===== config.mk =====
export PLATFORM = sky130hd
export DESIGN_NAME = input_edge_conditioner
export DESIGN_NICKNAME = d
export VERILOG_FILES = /design/src/rtl/ic_pkg.sv /design/src/rtl/ic_sync.sv /design/src/rtl/ic_ctrl.sv /design/src/rtl/ic_datapath.sv /design/src/rtl/input_edge_conditioner.sv
export SDC_FILE = /design/constraint.sdc
export NUM_CORES = 1
export LEC_CHECK = 0
export BUFFER_PORTS_ARGS = -buffer_cell sky130_fd_sc_hd__buf_4
export CAP_MARGIN = 20
export CORE_UTILIZATION = 57
export DETAILED_ROUTE_END_ITERATION = 12
export HOLD_SLACK_MARGIN = 0.05
export PLACE_DENSITY = 0.8
export SLEW_MARGIN = 20
export SYNTH_ARGS = -nofsm -noshare
export SYNTH_HDL_FRONTEND = slang
export SYNTH_SLANG_ARGS = --single-unit
export TNS_END_PERCENT = 1

===== constraint.sdc =====
create_clock -name clk -period 3 [get_ports clk]
set_clock_uncertainty 0.1 [all_clocks]
set_input_delay 0.6 -clock clk [delete_from_list [all_inputs] [get_ports clk]]
set_output_delay 0.6 -clock clk [all_outputs]
set_load 0.02 [all_outputs]

===== src/rtl/ic_pkg.sv =====
package ic_pkg;
  typedef enum logic [1:0] {
    SRC_BUF  = 2'b00,
    SRC_RISE = 2'b01,
    SRC_FALL = 2'b10,
    SRC_INV  = 2'b11
  } srcSel_t;

  typedef struct packed {
    logic fire;    // matching edge seen, mode unchanged
    logic wipe;    // mode changed: clear all channel state
    logic clrLvl;  // clear latched level
  } chStrobe_t;
endpackage


===== src/rtl/ic_sync.sv =====
module ic_sync #(
  parameter int WIDTH = 4
) (
  input  logic             clk,
  input  logic             rstN,
  input  logic [WIDTH-1:0] asyncIn,
  output logic [WIDTH-1:0] syncOut
);
  logic [WIDTH-1:0] stage1;

  always_ff @(posedge clk) begin
    if (!rstN) begin
      stage1  <= '0;
      syncOut <= '0;
    end else begin
      stage1  <= asyncIn;
      syncOut <= stage1;
    end
  end
endmodule


===== src/rtl/ic_ctrl.sv =====
module ic_ctrl
  import ic_pkg::*;
#(
  parameter int NUM_CH      = 4,
  parameter int TICK_CYCLES = 50000
) (
  input  logic                         clk,
  input  logic                         rstN,
  input  logic [NUM_CH-1:0]            syncIn,
  input  logic [2*NUM_CH-1:0]          modeSrc,
  input  logic [NUM_CH-1:0]            modeLevel,
  input  logic [NUM_CH-1:0]            clearLvl,
  output chStrobe_t [NUM_CH-1:0]       strobes,
  output logic                         tick
);
  localparam int TW = (TICK_CYCLES > 1) ? $clog2(TICK_CYCLES) : 1;
  localparam logic [TW-1:0] TICK_LAST = TW'(TICK_CYCLES - 1);

  logic [TW-1:0]     tickCnt;
  logic [NUM_CH-1:0] prevIn;

  always_ff @(posedge clk) begin
    if (!rstN) begin
      tickCnt <= '0;
      prevIn  <= '0;
    end else begin
      tickCnt <= (tickCnt == TICK_LAST) ? '0 : tickCnt + 1'b1;
      prevIn  <= syncIn;
    end
  end

  assign tick = (tickCnt == TICK_LAST);

  for (genvar ch = 0; ch < NUM_CH; ch++) begin : g_ch
    logic [2:0] modeNow, modePrev;
    logic       modeChg, riseSeen, fallSeen;
    srcSel_t    src;

    assign src      = srcSel_t'(modeSrc[2*ch +: 2]);
    assign modeNow  = {modeLevel[ch], modeSrc[2*ch +: 2]};
    assign modeChg  = (modeNow != modePrev);
    assign riseSeen = syncIn[ch] & ~prevIn[ch];
    assign fallSeen = ~syncIn[ch] & prevIn[ch];

    always_ff @(posedge clk) begin
      if (!rstN) modePrev <= '0;
      else       modePrev <= modeNow;
    end

    always_comb begin
      strobes[ch].wipe   = modeChg;
      strobes[ch].clrLvl = clearLvl[ch];
      unique case (src)
        SRC_RISE: strobes[ch].fire = riseSeen & ~modeChg;
        SRC_FALL: strobes[ch].fire = fallSeen & ~modeChg;
        default:  strobes[ch].fire = 1'b0;
      endcase
    end
  end
endmodule


===== src/rtl/ic_datapath.sv =====
module ic_datapath
  import ic_pkg::*;
#(
  parameter int NUM_CH = 4,
  parameter int LEN_W  = 8
) (
  input  logic                    clk,
  input  logic                    rstN,
  input  logic [NUM_CH-1:0]       syncIn,
  input  logic [2*NUM_CH-1:0]     modeSrc,
  input  logic [NUM_CH-1:0]       modeLevel,
  input  logic [LEN_W*NUM_CH-1:0] pulseLen,
  input  chStrobe_t [NUM_CH-1:0]  strobes,
  input  logic                    tick,
  output logic [NUM_CH-1:0]       condOut
);
  for (genvar ch = 0; ch < NUM_CH; ch++) begin : g_ch
    logic [LEN_W-1:0] remain, lenRaw, lenEff;
    logic             latched;
    srcSel_t          src;

    assign src    = srcSel_t'(modeSrc[2*ch +: 2]);
    assign lenRaw = pulseLen[LEN_W*ch +: LEN_W];
    assign lenEff = (lenRaw == '0) ? LEN_W'(1) : lenRaw;

    always_ff @(posedge clk) begin
      if (!rstN)                                remain <= '0;
      else if (strobes[ch].wipe)                remain <= '0;
      else if (strobes[ch].fire && !modeLevel[ch]) remain <= lenEff;
      else if (tick && remain != '0)            remain <= remain - 1'b1;
    end

    always_ff @(posedge clk) begin
      if (!rstN)                                     latched <= 1'b0;
      else if (strobes[ch].wipe || strobes[ch].clrLvl) latched <= 1'b0;
      else if (strobes[ch].fire && modeLevel[ch])    latched <= 1'b1;
    end

    always_comb begin
      unique case (src)
        SRC_BUF: condOut[ch] = syncIn[ch];
        SRC_INV: condOut[ch] = ~syncIn[ch];
        default: condOut[ch] = modeLevel[ch] ? latched : (remain != '0);
      endcase
    end
  end
endmodule


===== src/rtl/input_edge_conditioner.sv =====
module input_edge_conditioner
  import ic_pkg::*;
#(
  parameter int NUM_CH      = 4,
  parameter int LEN_W       = 8,
  parameter int TICK_CYCLES = 50000
) (
  input  logic                    clk,
  input  logic                    rstN,
  input  logic [NUM_CH-1:0]       pinIn,
  input  logic [2*NUM_CH-1:0]     modeSrc,
  input  logic [NUM_CH-1:0]       modeLevel,
  input  logic [LEN_W*NUM_CH-1:0] pulseLen,
  input  logic [NUM_CH-1:0]       clearLvl,
  output logic [NUM_CH-1:0]       condOut
);
  logic [NUM_CH-1:0]      syncIn;
  chStrobe_t [NUM_CH-1:0] strobes;
  logic                   tick;

  ic_sync #(.WIDTH(NUM_CH)) u_sync (
    .clk(clk), .rstN(rstN), .asyncIn(pinIn), .syncOut(syncIn)
  );

  ic_ctrl #(.NUM_CH(NUM_CH), .TICK_CYCLES(TICK_CYCLES)) u_ctrl (
    .clk(clk), .rstN(rstN), .syncIn(syncIn), .modeSrc(modeSrc),
    .modeLevel(modeLevel), .clearLvl(clearLvl), .strobes(strobes), .tick(tick)
  );

  ic_datapath #(.NUM_CH(NUM_CH), .LEN_W(LEN_W)) u_dp (
    .clk(clk), .rstN(rstN), .syncIn(syncIn), .modeSrc(modeSrc),
    .modeLevel(modeLevel), .pulseLen(pulseLen), .strobes(strobes),
    .tick(tick), .condOut(condOut)
  );
endmodule


==> impl_metrics.py <==
metrics = {
    "outcome": {
        "status": "finished with violations",
        "violations": "DRC",
    },
    "logic_synthesis": {
        "synth_xor_xnor_area_share_pct": 11.17,
        "synth_mux_area_share_pct": 1.532,
        "synth.distinct_cells": 37,
        "synth-edff-count": 0,
        "ys_seq_area_share_pct": 38.81,
        "synth_warnings": 0,
        "synthCells": 439,
        "synth_compound_area_share_pct": 11.39,
        "synth_top_family_by_area": "simple AND/OR/NAND/NOR gates",
        "synthAdderAreaFrac_pct": 5.745,
        "ys_seq_elements": 76,
        "syn_avg_cell_area_sq_um": 8.929,
        "synth_simple_gate_area_share_pct": 26.84,
        "syn_area_sq_um": 3920,
        "syn_nets": 511,
        "synthArstFlopShare_pct": 0,
        "ys.flop_type": "dfxtp_1",
    },
    "clock_network": {
        "clockBufferDepth": 2,
        "cts_root_buf": "clkbuf_8",
        "cts_sinks": 76,
        "cts_inserted_buffers": 9,
        "h-tree-depth": 3,
        "worstSkewPairLatency_ps": 350,
        "cts_setup_buffers": 0,
        "path_clk_slew_ps": 80,
        "cts_tree": "done",
    },
    "cells_and_area": {
        "finish.utilization_pct": 72.59,
        "final_cells": 591,
        "syn_to_final_growth_pct": 20.27,
        "multi_input_area_sq_um": 2227,
        "layout_commonest_cell": "dfxtp_1",
        "seq_area_sq_um": 1521,
        "final_layout_size_suffix_gt1_share_pct": 18.48,
        "final_nets": 581,
        "fillCellCount": 511,
        "layout_common_cells": "dfxtp_1, buf_4, xor2_1, inv_1, nor2_1",
        "finalInstanceArea_sq_um": 4715,
        "antenna_cells": 0,
    },
    "detailed_routing": {
        "drt-total-wl_mm": 8.403,
        "antenna_left": 0,
        "route.met2.wl_mm": 4.041,
        "wl_met1_mm": 3.822,
        "drc": 4,
        "dr.pass1.iters": 9,
        "vias": 3345,
        "top_layer": "met4",
        "vias_per_cell": 5.660,
        "drt-initial-drc-count": 124,
        "met3_length_um": 432,
        "wl_per_cell_um": 14.22,
    },
    "global_route": {
        "antenna_found_initial": 0,
        "grt_max_degree": 31,
        "grt_pass1_vias": 3325,
        "globalRouteTotalUtil_pct": 25.37,
        "grt_overflow": 0,
        "grt_pass1_wl_mm": 14.70,
    },
    "power_and_ir_drop": {
        "power.leakage_nw": 1.975,
        "p_sw_share_pct": 22.19,
        "seqPwrFrac_pct": 48.2,
        "clockPowerShare_pct": 43.5,
        "power_mw": 2.149,
        "irDropWorstVdd_mv": 0.2492,
        "p_switching_mw": 0.4770,
        "powerDensity_nw_per_um2": 455.9,
        "p_comb_share_pct": 8.3,
        "p_int_mw": 1.672,
    },
    "timing": {
        "rsz0062_at_grt": "false",
        "worst_slew_pin_slew_ps": 634.6,
        "setup_viol": 0,
        "slew_violations": 0,
        "setup_tns_ps": 0,
        "max_slew_margin_pct": 57.38,
        "finalCritPeriodShare_pct": 92.87,
        "finalCriticalPeriod_ps": 2786,
        "max_freq_mhz": 358.9,
        "hold_viol": 0,
    },
    "setup_path": {
        "crit_required_ps": 2300,
        "r2r_setup_slack_ps": 440,
        "crit_fanout": 8,
        "worstPathArrival_ps": 2090,
        "path_class": "flop to output pin",
        "cp-end-kind": "output pin",
        "r2r_cells": 6,
        "reg2reg_to": "u_dp.g_ch[3].remain[7]$_SDFFE_PP0P_",
        "reg2reg_from": "u_ctrl.tickCnt[5]$_SDFF_PP0_",
        "cp-start-kind": "flop",
    },
    "floorplanning": {
        "start_util_pct": 60.35,
        "rows": 29,
        "fp.dieW_um": 84.93,
        "die_area_sq_um": 7213,
        "die_h_um": 84.93,
        "coreArea_sq_um": 6495,
        "io_pins": 58,
    },
    "placement": {
        "portBuffers": 57,
        "dpl.hpwl_mm": 6.114,
        "placed_cell_area_sq_um": 4471,
        "gp_congestion": 0.8130,
        "dpl.cell_count": 575,
    },
    "min_path": {
        "hp-class": "primary input to flop",
        "holdPathStages": 2,
        "holdPathEnd": "u_dp.g_ch[1].latched$_SDFFE_PP0P_",
        "hold_start": "clearLvl[1]",
    },
    "job": {
        "cap_violations": 0,
    },
}
## layout make-up
class	instances	share of cell area [%]
Clock inverter	6	2.362
Multi-Input combinational cell	320	47.24
Clock buffer	10	2.707
Tap cell	77	2.044
Timing Repair Buffer	66	10.51
Inverter	36	2.866
Sequential cell	76	32.27
## synth_stat cells (4+ instances only)
cell,count,area (sq um)
a211oi_1,10,75.07
ha_1,18,225.2
dfxtp_1,76,1521
nor2_1,35,131.4
mux2i_1,6,60.06
xnor2_1,8,70.07
nor3_1,19,95.09
or3b_2,4,35.03
nand3_1,18,90.09
o211ai_1,4,30.03
xor2_1,42,367.9
nand2_1,25,93.84
and2_1,25,156.4
a21o_1,4,30.03
inv_1,36,135.1
nand2b_1,8,50.05
a221oi_1,16,140.1
nand4_1,19,118.9
nand4b_1,5,43.79
nor4_1,10,62.56
clkbuf_1,5,18.77
and3_1,6,37.54
o21ai_0,6,30.03
a21oi_1,9,45.04
## worst max-delay path, stage by stage (launching register included)
cell      delay [ps]
dfxtp_1          370
nor4_1           540
nand3_2          300
o211ai_1         250
o21ai_0          110
buf_4            170
## power groups by stage
stage	Combinational (mW)	Clock (mW)	Sequential, mW
final	0.179	0.934	1.04
after global routing	0.201	0.994	1.04
after floorplan	0.0861	0	1.06
after global placement	0.174	0	1.06
after detailed placement	0.179	0	1.06
after CTS	0.180	0.948	1.04
## through the flow
| step | setup WS [ps] | hold slack, ps |
|---|---|---|
| 2_1_floorplan | 486.7 | 311.9 |
| 3_3_place_gp | 524.4 | 313.7 |
| 3_5_place_dp | 417.0 | 323.0 |
| 4_1_cts | 198.6 | 296.6 |
| 5_1_grt | 52.40 | 289.8 |
| 6_report | 213.9 | 305.8 |
## kinds of logic (layout without fill, tap and decap cells)
family          after synthesis  after routing
buf+inv                      43            118
mux                           6              6
fa+ha+maj                    18             18
flops                        76             76
simple gates                187            187
compound gates               59             59
xor+xnor                     50             50
## sequential cells by signal, indices dropped and copies added (netlist names)
register	count
u_dp.g_ch.latched	4
u_dp.g_ch.remain	32
u_ctrl.g_ch.modePrev	12
u_sync.stage1	4
u_ctrl.prevIn	4
u_ctrl.tickCnt	16
u_sync.syncOut	4
## what timing repair did
item                       4_1_cts  5_1_grt
hold endpoints to repair         0        0
setup endpoints to repair        0        1
resized for setup                0        1
hold buffers                     0        0
## how the worst max path moves through the flow
stage	start	end	slack (ps)
5_1_grt	u_dp.g_ch[0].remain[3]$_SDFFE_PP0P_	condOut[0]	50
2_1_floorplan	modeSrc[4]	u_dp.g_ch[2].remain[1]$_SDFFE_PP0P_	490
4_1_cts	u_dp.g_ch[0].remain[3]$_SDFFE_PP0P_	condOut[0]	200
3_5_place_dp	u_ctrl.tickCnt[5]$_SDFF_PP0_	u_dp.g_ch[3].remain[7]$_SDFFE_PP0P_	420
6_report	u_dp.g_ch[0].remain[3]$_SDFFE_PP0P_	condOut[0]	210
3_3_place_gp	u_ctrl.tickCnt[5]$_SDFF_PP0_	u_dp.g_ch[3].remain[6]$_SDFFE_PP0P_	520
## metal layers
metal,vias up,track usage (%)
met5,-,0
met2,87,42.50
met4,0,8.166
li1,1695,-
met3,13,6.420
met1,1550,32.15
Note: power is estimated with default switching activity, not from simulation.
